--- config.mk ---
export PLATFORM = sky130hd
export DESIGN_NAME = addr_claim_ctrl
export DESIGN_NICKNAME = d
export VERILOG_FILES = /design/src/rtl/acl_pkg.sv /design/src/rtl/acl_cursor.sv /design/src/rtl/acl_backoff.sv /design/src/rtl/acl_addr_reg.sv /design/src/rtl/addr_claim_ctrl.sv
export SDC_FILE = /design/constraint.sdc
export NUM_CORES = 1
export LEC_CHECK = 0
export ABC_AREA = 1
export BUFFER_PORTS_ARGS = -buffer_cell sky130_fd_sc_hd__buf_2
export CELL_PAD_IN_SITES_DETAIL_PLACEMENT = 0
export CELL_PAD_IN_SITES_GLOBAL_PLACEMENT = 1
export CORE_MARGIN = 2
export CORE_UTILIZATION = 22
export DETAILED_ROUTE_END_ITERATION = 12
export PLACE_DENSITY_LB_ADDON = 0.25
export SLEW_MARGIN = 5
export SYNTH_ARGS = -nofsm -noshare
export SYNTH_HDL_FRONTEND = slang
export SYNTH_SLANG_ARGS = --single-unit
--- constraint.sdc ---
create_clock -name clk -period 1.2 [get_ports clk]
set_input_delay 0.24 -clock clk [delete_from_list [all_inputs] [get_ports clk]]
set_output_delay 0.24 -clock clk [all_outputs]
set_load 0.05 [all_outputs]
--- src/rtl/acl_pkg.sv ---
package acl_pkg;

   typedef enum logic [2:0] {
      ST_IDLE    = 3'd0,
      ST_PROBE   = 3'd1,
      ST_BACKOFF = 3'd2,
      ST_HELLO   = 3'd3,
      ST_FAIL    = 3'd4
   } acl_state_e;

endpackage

--- src/rtl/acl_cursor.sv ---
// Candidate address walker: loads the first probe address, steps upward on
// each taken candidate, and flags the top of the usable range.
module acl_cursor #(
   parameter int                ADDR_W = 7,
   parameter logic [ADDR_W-1:0] FIRST  = 7'h12,
   parameter logic [ADDR_W-1:0] LAST   = 7'h77
) (
   input  logic              clk,
   input  logic              rst_n,
   input  logic              load,
   input  logic              step,
   output logic [ADDR_W-1:0] cand,
   output logic              at_last
);

   always_ff @(posedge clk) begin
      if (!rst_n)
         cand <= FIRST;
      else if (load)
         cand <= FIRST;
      else if (step && !at_last)
         cand <= cand + ADDR_W'(1);
   end

   assign at_last = (cand == LAST);

endmodule

--- src/rtl/acl_backoff.sv ---
// Backoff timer: on start it loads a length taken from the identifier bits and
// signals expiry in the last cycle of the wait.
module acl_backoff #(
   parameter int BO_BITS = 4,
   parameter int BO_BASE = 1,
   parameter int SEED_W  = 4,
   parameter int CNT_W   = 5
) (
   input  logic              clk,
   input  logic              rst_n,
   input  logic              start,
   input  logic [SEED_W-1:0] uid_lo,
   output logic              expire
);

   logic [CNT_W-1:0] seed;
   logic [CNT_W-1:0] cnt_q;

   generate
      if (BO_BITS == 0) begin : g_fixed
         logic unused_uid;
         assign unused_uid = ^uid_lo;
         assign seed       = CNT_W'(BO_BASE);
      end else begin : g_uid
         assign seed = CNT_W'(BO_BASE) + CNT_W'(uid_lo);
      end
   endgenerate

   always_ff @(posedge clk) begin
      if (!rst_n)
         cnt_q <= '0;
      else if (start)
         cnt_q <= seed;
      else if (cnt_q != '0)
         cnt_q <= cnt_q - CNT_W'(1);
   end

   assign expire = (cnt_q == CNT_W'(1));

endmodule

--- src/rtl/acl_addr_reg.sv ---
// Own-address register: default after reset, loaded by a claim, or by a
// host update that falls inside the usable range.
module acl_addr_reg #(
   parameter int                ADDR_W  = 7,
   parameter logic [ADDR_W-1:0] DEFAULT = 7'h11,
   parameter logic [ADDR_W-1:0] LO_OK   = 7'h08,
   parameter logic [ADDR_W-1:0] HI_OK   = 7'h77
) (
   input  logic              clk,
   input  logic              rst_n,
   input  logic              claim_we,
   input  logic [ADDR_W-1:0] claim_addr,
   input  logic              upd_we,
   input  logic [ADDR_W-1:0] upd_addr,
   output logic [ADDR_W-1:0] addr_q
);

   logic upd_legal;

   assign upd_legal = (upd_addr >= LO_OK) && (upd_addr <= HI_OK);

   always_ff @(posedge clk) begin
      if (!rst_n)
         addr_q <= DEFAULT;
      else if (claim_we)
         addr_q <= claim_addr;
      else if (upd_we && upd_legal)
         addr_q <= upd_addr;
   end

endmodule

--- src/rtl/addr_claim_ctrl.sv ---
module addr_claim_ctrl #(
   parameter int ADDR_W        = 7,
   parameter int UID_W         = 64,
   parameter int DEFAULT_ADDR  = 'h11,
   parameter int START_ADDR    = 'h12,
   parameter int LOW_RSVD_TOP  = 'h07,
   parameter int HIGH_RSVD_BOT = 'h78,
   parameter int BO_BITS       = 4,
   parameter int BO_BASE       = 1
) (
   input  logic              clk,
   input  logic              rst_n,
   input  logic [UID_W-1:0]  node_uid,
   input  logic              gcall_reg,
   input  logic              upd_valid,
   input  logic [ADDR_W-1:0] upd_addr,
   output logic              probe_req,
   output logic [ADDR_W-1:0] probe_addr,
   input  logic              probe_done,
   input  logic              probe_ack,
   input  logic              probe_arb_lost,
   output logic              hello_req,
   output logic [UID_W-1:0]  hello_uid,
   output logic [ADDR_W-1:0] hello_addr,
   input  logic              hello_done,
   output logic [ADDR_W-1:0] own_addr,
   output logic              addr_ready,
   output logic              claim_fail,
   output logic              bus_master
);
   import acl_pkg::*;

   localparam int FIRST_OK    = LOW_RSVD_TOP + 1;
   localparam int LAST_OK     = HIGH_RSVD_BOT - 1;
   localparam int PROBE_FIRST = (START_ADDR < FIRST_OK) ? FIRST_OK : START_ADDR;
   localparam int SEED_W      = (BO_BITS > 0) ? BO_BITS : 1;
   localparam int CNT_W       = $clog2(BO_BASE + (1 << BO_BITS) + 1) + 1;

   localparam logic [ADDR_W-1:0] A_DEFAULT = ADDR_W'(DEFAULT_ADDR);
   localparam logic [ADDR_W-1:0] A_FIRST   = ADDR_W'(PROBE_FIRST);
   localparam logic [ADDR_W-1:0] A_LO_OK   = ADDR_W'(FIRST_OK);
   localparam logic [ADDR_W-1:0] A_HI_OK   = ADDR_W'(LAST_OK);

   generate
      if (DEFAULT_ADDR < FIRST_OK || DEFAULT_ADDR > LAST_OK) begin : g_bad_default
         $error("default address lies in a reserved range");
      end
      if (PROBE_FIRST > LAST_OK) begin : g_bad_start
         $error("probe start lies above the usable range");
      end
      if (BO_BASE < 1) begin : g_bad_backoff
         $error("backoff base must be at least one cycle");
      end
      if (HIGH_RSVD_BOT > (1 << ADDR_W)) begin : g_bad_width
         $error("address width too small for reserved bound");
      end
      if (UID_W < SEED_W) begin : g_bad_uid
         $error("identifier narrower than backoff seed");
      end
   endgenerate

   acl_state_e state_q, state_d;

   logic              gcall_go;
   logic              res_lost;
   logic              res_taken;
   logic              res_free;
   logic              cand_last;
   logic              bo_expire;
   logic              ready_q;
   logic [ADDR_W-1:0] cand;

   assign gcall_go  = gcall_reg && (state_q == ST_IDLE || state_q == ST_FAIL);
   assign res_lost  = (state_q == ST_PROBE) && probe_done && probe_arb_lost;
   assign res_taken = (state_q == ST_PROBE) && probe_done && !probe_arb_lost && probe_ack;
   assign res_free  = (state_q == ST_PROBE) && probe_done && !probe_arb_lost && !probe_ack;

   always_comb begin
      state_d = state_q;
      unique case (state_q)
         ST_IDLE, ST_FAIL: if (gcall_go) state_d = ST_PROBE;
         ST_PROBE: begin
            if (res_lost)        state_d = ST_BACKOFF;
            else if (res_free)   state_d = ST_HELLO;
            else if (res_taken)  state_d = cand_last ? ST_FAIL : ST_PROBE;
         end
         ST_BACKOFF: if (bo_expire)  state_d = ST_PROBE;
         ST_HELLO:   if (hello_done) state_d = ST_IDLE;
         default:    state_d = ST_IDLE;
      endcase
   end

   always_ff @(posedge clk) begin
      if (!rst_n) begin
         state_q <= ST_IDLE;
         ready_q <= 1'b0;
      end else begin
         state_q <= state_d;
         ready_q <= (state_q == ST_HELLO) && hello_done;
      end
   end

   acl_cursor #(
      .ADDR_W (ADDR_W),
      .FIRST  (A_FIRST),
      .LAST   (A_HI_OK)
   ) u_cursor (
      .clk     (clk),
      .rst_n   (rst_n),
      .load    (gcall_go),
      .step    (res_taken),
      .cand    (cand),
      .at_last (cand_last)
   );

   acl_backoff #(
      .BO_BITS (BO_BITS),
      .BO_BASE (BO_BASE),
      .SEED_W  (SEED_W),
      .CNT_W   (CNT_W)
   ) u_backoff (
      .clk    (clk),
      .rst_n  (rst_n),
      .start  (res_lost),
      .uid_lo (node_uid[SEED_W-1:0]),
      .expire (bo_expire)
   );

   acl_addr_reg #(
      .ADDR_W  (ADDR_W),
      .DEFAULT (A_DEFAULT),
      .LO_OK   (A_LO_OK),
      .HI_OK   (A_HI_OK)
   ) u_addr (
      .clk        (clk),
      .rst_n      (rst_n),
      .claim_we   (res_free),
      .claim_addr (cand),
      .upd_we     (upd_valid && (state_q == ST_IDLE || state_q == ST_FAIL)),
      .upd_addr   (upd_addr),
      .addr_q     (own_addr)
   );

   assign probe_req  = (state_q == ST_PROBE);
   assign probe_addr = cand;
   assign hello_req  = (state_q == ST_HELLO);
   assign hello_uid  = node_uid;
   assign hello_addr = own_addr;
   assign addr_ready = ready_q;
   assign claim_fail = (state_q == ST_FAIL);
   assign bus_master = (state_q == ST_PROBE) || (state_q == ST_BACKOFF) ||
                       (state_q == ST_HELLO);

endmodule

==> impl_summary.txt, run 1 <==
----------------------------------------------------
[Synth]
  Most frequently used cell type in the post-synthesis netlist ... buf_4
  Part of the Yosys area used for sequential elements ... 0.233
  Most frequently used flop master after synthesis ... dfxtp_1
  Top cell types by occurrence after synthesis ... 71 x buf_4, 59 x nand2_1, 44 x nor2_1, 29 x inv_1, 24 x dfxtp_1
  Flip-flop and latch count after synthesis ... 24
  Portion of synthesized cell area occupied by the leading cell type ... 0.258
  Leading cell types by total area after synthesis ... buf_4 26%, dfxtp_1 23%, nand2_1 11%
  Number of distinct library cell variants in the gate-level netlist after synthesis ... 28
  Number of synthesized flops with an enable pin ... 0
  Total nets after synthesis ... between 300 and 400
  Async set-or-reset flop fraction in the synthesized netlist ... 0
  Post-synthesis instance area ... between 2000 and 2500 µm²
  Yosys Warn Count ... 0
  Largest area contributor in the netlist ... buf_4
  Post-synthesis cell count ... slightly above 300
  Avg Cell Area, Syn ... 6.73 µm²

[Route]
  Residual DRC ... 0
  Via-to-Cell Ratio ... roughly 4.1
  Total vias in the final route ... 1,815
  Number of detailed-route iterations in the first pass ... 4
  Count of antenna-violating nets left after detailed routing ... 0
  WL per Instance ... around 13 µm
  Total length of routed wires ... between 5000 and 6000 µm
  Starting DRC count in detailed routing ... 62

[Status]
  Failing checks ... setup timing
  Status ... complete, but fails checks

[Die]
  Core area ... roughly 9200 µm²
  Standard-cell rows ... 35
  DIE AREA ... just over 10,000 µm²
  Top-Level Pins ... between 150 and 200
  Vertical die dimension ... approximately 100 µm
  Initial core utilization ... 0.225
  Width of the die ... around 100 µm

[Worst setup path]
  Critical setup path kind ... reg2reg
  Chain of cells forming the critical path ... inv_4 -> nand2_4 -> nor2_4 -> buf_6 -> nand3_4 -> buf_12 -> nand2_8 -> nand2_1 -> nor2_1 -> nor2_1
  Worst setup EP type ... register
  Launch point of the worst path ... state_q[2]
  Kind of launch point of the worst setup path ... register
  WP data arrival ... around 1.5 ns
  Cell type of the slowest stage on the worst timing path ... dfxtp_4
  Max FO, Critical Path ... 6
  Required @ worst endpoint ... 1.38 ns
  R2r startpoint ... state_q[2]
  Maximum single-stage delay on the critical path ... 0.36 ns
  Crit path top cell by count ... nor2_1

[Timing]
  Final critical delay including setup and external delays ... approximately 1.4 ns
  Final clock skew ... 0.00369 ns
  Count of final setup violators ... 25
  Fmax ... between 700 and 800 MHz
  Setup repair after global routing missed its margin ... yes
  Period Utilization, post-route ... 1.14
  Worst Setup Slack, final ... -0.163 ns
  Pins over their slew limit ... 0
  Hold Vio Cnt, Final ... 0
  Sum of negative setup slack ... -2.56 ns
  Slew at the pin closest to its max-slew limit ... 0.394 ns
  Max-slew headroom at the worst pin ... 0.736

[Power]
  Leakage component of the power ... ~1.3 nW
  Comb pwr share ... 0.626
  Worst VDD drop ... between 0.0007 and 0.0008 V
  Cell internal pwr ... around 2.4 mW
  Fraction of power consumed by sequential logic ... 0.244
  Switching portion of total power ... 0.464
  Part of the power in the clock network ... 0.131
  Power density cells ... approximately 1600 nW/µm²
  Switch Pwr ... roughly 2.1 mW

[Finish]
  Antenna cells ... 0
  Syn-to-layout area delta ... 37.2%
  Fraction of final layout cells with drive strength greater than 1 ... 0.532
  Core utilization of the finished layout ... 0.308
  Fin nets ... ~420

[Clocking]
  TritonCTS clock tree ... done
  Count of H-tree levels built during CTS ... 1
  Number of buffers added by the clock tree synthesis step ... 3
  Clk sinks ... 24
  Cell at the root of the clock tree ... clkbuf_8
  Hold bufs inserted after CTS ... 0
  Clock tree buffer depth ... 2
  Clock latency at the later pin of the worst-skew pair ... roughly 0.27 ns
  Clock transition at the registers of the reported paths ... roughly 0.1 ns

[Placed design]
  Weighted congestion reported at the end of routability-driven placement ... between 0.7 and 0.8
  Hpwl dp ... roughly 4100 µm
  Count of buffers inserted at the top-level ports ... 48

[Global route]
  Number of global-route vias before repair ... 1,859
  Final global-route overflow total ... 0
  Antenna violations before repair ... 0
  Total Routing Usage GR ... 0.111
  Global-route wire length before repair ... approximately 9000 µm
  Largest net degree at the start of global routing ... 21

[Min path]
  Source of the worst hold timing path ... upd_addr[2]
  Type of the tightest min-delay check ... in2reg

[Flow run]
  Max-cap violation count ... 0

----------------------------------------------------
==> metal layers <==
metal  GRT usage  wire length (µm)
met2       0.186              2660
met3      0.0264               360
met4      0.0301                43
met5           0                 0
met1       0.142              2540
==> final cells by class <==
type | instances | area, µm²
clock buffers | 4 | 55.1
well taps | 111 | 139
multi-input cells | 180 | 1220
fillers | 1006 | 6360
flip-flops and latches | 24 | 509
repair buffers | 92 | 774
inverters | 31 | 131
==> cell families after synthesis <==
| group | share of synthesized area |
|---|---|
| and+or+nand+nor | 0.328 |
| buffers and inverters | 0.333 |
| DFF | 0.233 |
| AOI/OAI and AO/OA | 0.0551 |
| xor gates and xnor gates | 0.0212 |
| adders and majority gates | 0.0303 |
==> worst max-delay path, delay by kind of cell (launching register included) <==
| kind | cells | cell delay [ns] |
|---|---|---|
| buffers and inverters | 3 | 0.37 |
| DFF | 1 | 0.36 |
| and+or+nand+nor | 7 | 0.53 |
==> worst paths after layout <==
kind / end / slack (ns) / depth (start not counted)
max: u_addr.addr_q[3] / -0.16 / 10
min: u_addr.addr_q[2] / 0.18 / 3
max reg2reg: u_addr.addr_q[3] / -0.16 / 10
min reg2reg: u_addr.addr_q[0] / 0.50 / 2
==> flip-flops by register name (all words and copies together), names as in the netlist <==
signal,cells
state_q,3
u_backoff.cnt_q,6
u_cursor.cand,7
u_addr.addr_q,7
addr_ready,1
==> layout by cell type, fill, tap and decap left out, types with 8 or more instances in the layout <==
| master | synthesis | routed |
|---|---|---|
| dfxtp_1 | 24 | 13 |
| nor2_1 | 44 | 35 |
| buf_6 | 3 | 15 |
| buf_2 | 1 | 29 |
| nand2_1 | 59 | 40 |
| nor2_4 | 2 | 8 |
| nand3_1 | 18 | 10 |
| inv_1 | 29 | 22 |
| nand2_2 | 1 | 13 |
| buf_4 | 71 | 32 |
==> timing repair <==
| item | in CTS | in global routing |
|---|---|---|
| gates cloned | 2 | 3 |
| resized for setup | 65 | 70 |
| buffers inserted | 8 | 4 |
| setup endpoints to repair | 34 | 42 |
| hold endpoints to repair | 0 | 0 |
| pin swaps | 10 | 23 |
==> metrics by stage <==
stage / hold WS (ns) / total power, mW / cells / instance area, µm² / setup slack, ns
final: 0.179 / 4.53 / 442 / 2830 / -0.163
after CTS: 0.171 / 4.29 / 436 / 2500 / -0.173
after floorplan: 0.363 / 3.22 / 307 / 2120 / -0.272
after global routing: 0.176 / 4.89 / 442 / 2830 / -0.236
after detailed placement: 0.473 / 3.28 / 423 / 2180 / -0.220
after global placement: 0.465 / 3.30 / 423 / 2180 / -0.235
==> power by group through the flow <==
stage	registers (mW)	logic, mW	clock network, mW
after global placement	1.10	2.20	0
final	1.11	2.84	0.592
after floorplan	1.27	1.95	0
after global routing	1.13	3.10	0.662
after detailed placement	1.10	2.18	0
after CTS	1.10	2.55	0.636
No activity file was read; power rests on OpenSTA's default activity.
==> run 2, diff against run 1 <==
--- a/config.mk
+++ b/config.mk
@@ -10,10 +10,11 @@
 export CELL_PAD_IN_SITES_DETAIL_PLACEMENT = 0
 export CELL_PAD_IN_SITES_GLOBAL_PLACEMENT = 1
 export CORE_MARGIN = 2
-export CORE_UTILIZATION = 22
+export CORE_UTILIZATION = 23
 export DETAILED_ROUTE_END_ITERATION = 12
 export PLACE_DENSITY_LB_ADDON = 0.25
 export SLEW_MARGIN = 5
 export SYNTH_ARGS = -nofsm -noshare
 export SYNTH_HDL_FRONTEND = slang
+export SYNTH_HIERARCHICAL = 1
 export SYNTH_SLANG_ARGS = --single-unit
==> impl_summary.txt, run 2 <==
----------------------------------------------------
[Timing]
  Count of final setup violators ... 27
  Worst Setup Slack, final ... -0.200 ns
  Sum of negative setup slack ... -3.13 ns
  Max-slew headroom at the worst pin ... 0.833
  Period Utilization, post-route ... 1.17
  Pins over their slew limit ... 0
  Final clock skew ... between 0.008 and 0.009 ns
  Hold Vio Cnt, Final ... 0
  Post-route worst hold slack ... approximately 0.21 ns
  Final critical delay including setup and external delays ... 1.40 ns
  Slew at the pin closest to its max-slew limit ... 0.252 ns
  Setup repair after global routing missed its margin ... yes
  Fmax ... just over 700 MHz

[Clocking]
  Clock transition at the registers of the reported paths ... approximately 0.1 ns
  Hold bufs inserted after CTS ... 0
  Number of buffers added by the clock tree synthesis step ... 3
  TritonCTS clock tree ... done
  Clk sinks ... 24
  Clock tree buffer depth ... 2
  Cell at the root of the clock tree ... clkbuf_8
  Count of H-tree levels built during CTS ... 1
  Clock latency at the later pin of the worst-skew pair ... approximately 0.27 ns

[Status]
  Status ... complete, but fails checks
  Failing checks ... setup timing

[Worst setup path]
  Worst r2r path cells ... 9
  Critical setup path kind ... reg2out
  Required @ worst endpoint ... 0.96 ns
  Worst setup EP type ... output port
  Max FO, Critical Path ... 3
  Worst reg-to-reg setup slack ... -0.16 ns
  WP data arrival ... 1.16 ns
  Kind of launch point of the worst setup path ... register

[Route]
  Residual DRC ... 0
  Total length of routed wires ... about 5200 µm
  Total vias in the final route ... between 1,500 and 2,000
  Count of antenna-violating nets left after detailed routing ... 0
  Via-to-Cell Ratio ... 4.20
  Starting DRC count in detailed routing ... 67
  Number of detailed-route iterations in the first pass ... 4
  WL per Instance ... 11.7 µm

[Die]
  Top-Level Pins ... about 170
  Core area ... slightly below 9000 µm²
  Initial core utilization ... 0.240
  Width of the die ... 99.9 µm
  DIE AREA ... between 9000 and 10,000 µm²
  Vertical die dimension ... approximately 100 µm
  Standard-cell rows ... 34

[Power]
  Power density cells ... roughly 1200 nW/µm²
  Leakage component of the power ... approximately 1.3 nW
  Worst VDD drop ... about 0.00057 V
  Final total power ... 3.38 mW

[Global route]
  Antenna violations before repair ... 0
  Largest net degree at the start of global routing ... 15
  Global-route wire length before repair ... about 8400 µm
  Total Routing Usage GR ... 0.102
  Final global-route overflow total ... 0
  Number of global-route vias before repair ... about 1,800

[Min path]
  Type of the tightest min-delay check ... in2reg
  Number of stages on the worst hold path ... 3

[Finish]
  Antenna cells ... 0
  Syn-to-layout area delta ... 28.7%
  Cell Count, Final, Fillers Out ... 444
  Fraction of final layout cells with drive strength greater than 1 ... 0.530
  Registers with the most flip-flops ... u_addr/addr_q: 7 flops, u_cursor/cand: 7 flops, u_backoff/cnt_q: 6 flops
  Most frequent standard cell in the layout excluding fill and tap cells ... nand2_1
  Fin nets ... 421
  Most used cells in the layout excluding fill and tap cells ... 46 x nand2_1, 35 x buf_4, 33 x buf_2

[Synth]
  Most frequently used cell type in the post-synthesis netlist ... buf_4
  Part of the Yosys area used for sequential elements ... 0.227
  Top cell types by occurrence after synthesis ... 71 x buf_4, 56 x nand2_1, 37 x nor2_1, 24 x dfxtp_1, 24 x inv_1
  Largest area contributor in the netlist ... buf_4
  Flip-flop and latch count after synthesis ... 24
  Post-synthesis cell count ... approximately 310
  Post-synthesis instance area ... 2110 µm²
  Number of synthesized flops with an enable pin ... 0
  Most frequently used flop master after synthesis ... dfxtp_1
  Avg Cell Area, Syn ... 6.73 µm²
  Async set-or-reset flop fraction in the synthesized netlist ... 0
  Leading cell types by total area after synthesis ... buf_4 25%, dfxtp_1 23%, nand2_1 9.9%
  Number of distinct library cell variants in the gate-level netlist after synthesis ... 31
  Yosys Warn Count ... 6
  Portion of synthesized cell area occupied by the leading cell type ... 0.252
  Total nets after synthesis ... between 300 and 400

[Flow run]
  Max-cap violation count ... 0

[Placed design]
  Setup Slack @ Placement ... -0.205 ns
  Count of buffers inserted at the top-level ports ... 48
  Weighted congestion reported at the end of routability-driven placement ... 0.803
  Placed Cells incl. Taps ... 427
  Hpwl dp ... just over 4000 µm

----------------------------------------------------
==> run 2: changes by cell type after synthesis, moves of 4 or more <==
cell     previous run  this run
nand3_1            18        23
inv_2               2        12
nor2_1             44        37
inv_1              29        24
nor2_2              1         5
o21ai_0            10         6
==> run 2: repair_timing <==
item,in CTS,in global routing
pin swaps,13,21
hold endpoints to repair,0,0
endpoints found under the setup margin,34,33
resized for setup,46,45
buffers inserted,8,5
==> run 2: power breakdown <==
part | internal, mW | leakage [nW] | switching [mW]
clock | 0.446 | 0.0357 | 0.279
sequential | 0.900 | 0.201 | 0.0915
combinational | 0.695 | 1.06 | 0.967
total | 2.04 | 1.29 | 1.34
==> run 2: routing by layer <==
metal | track usage | share of wire | up-vias
met4 | 0.0443 | 0.017 | 0
met3 | 0.0167 | 0.053 | 14
met2 | 0.166 | 0.48 | 54
met5 | 0 | 0 | -
met1 | 0.132 | 0.45 | 837
li1 | - | - | 958
==> run 2: layout make-up <==
cell class	instances	area, µm²
Clock buffer	3	41.3
Clock inverter	1	30.0
Fill cell	962	6090
Inverter	38	170
Multi-Input combinational cell	178	1140
Sequential cell	24	507
Tap cell	108	135
Timing Repair Buffer	92	698
==> run 2: cell families (layout without fill, tap and decap cells) <==
| family | after synthesis | after routing | synth area share |
|---|---|---|---|
| AOI/OAI and AO/OA | 22 | 22 | 0.0557 |
| xor gates and xnor gates | 2 | 2 | 0.00829 |
| adders and majority gates | 5 | 5 | 0.0296 |
| buffers and inverters | 112 | 134 | 0.334 |
| DFF | 24 | 24 | 0.227 |
| and+or+nand+nor | 149 | 149 | 0.345 |
==> run 2: worst max-delay path, cell delays in order, from the launching register on <==
cell and delay, ns:
dfxtp_4 0.39, inv_4 0.05, buf_6 0.12, a21oi_4 0.15
buf_6 0.17
==> run 2: worst paths after layout <==
check | endpoint | startpoint
min | addr_ready | hello_done
max | bus_master | state_q[0]
min reg2reg | state_q[2] | state_q[2]
max reg2reg | u_backoff/cnt_q[3] | state_q[2]
==> run 2: stage by stage <==
stage / area, µm² / util
2_1_floorplan: 2190 / -
3_3_place_gp: 2230 / 0.253
3_5_place_dp: 2230 / 0.253
4_1_cts: 2510 / 0.285
5_1_grt: 2720 / 0.309
6_report: 2720 / 0.309
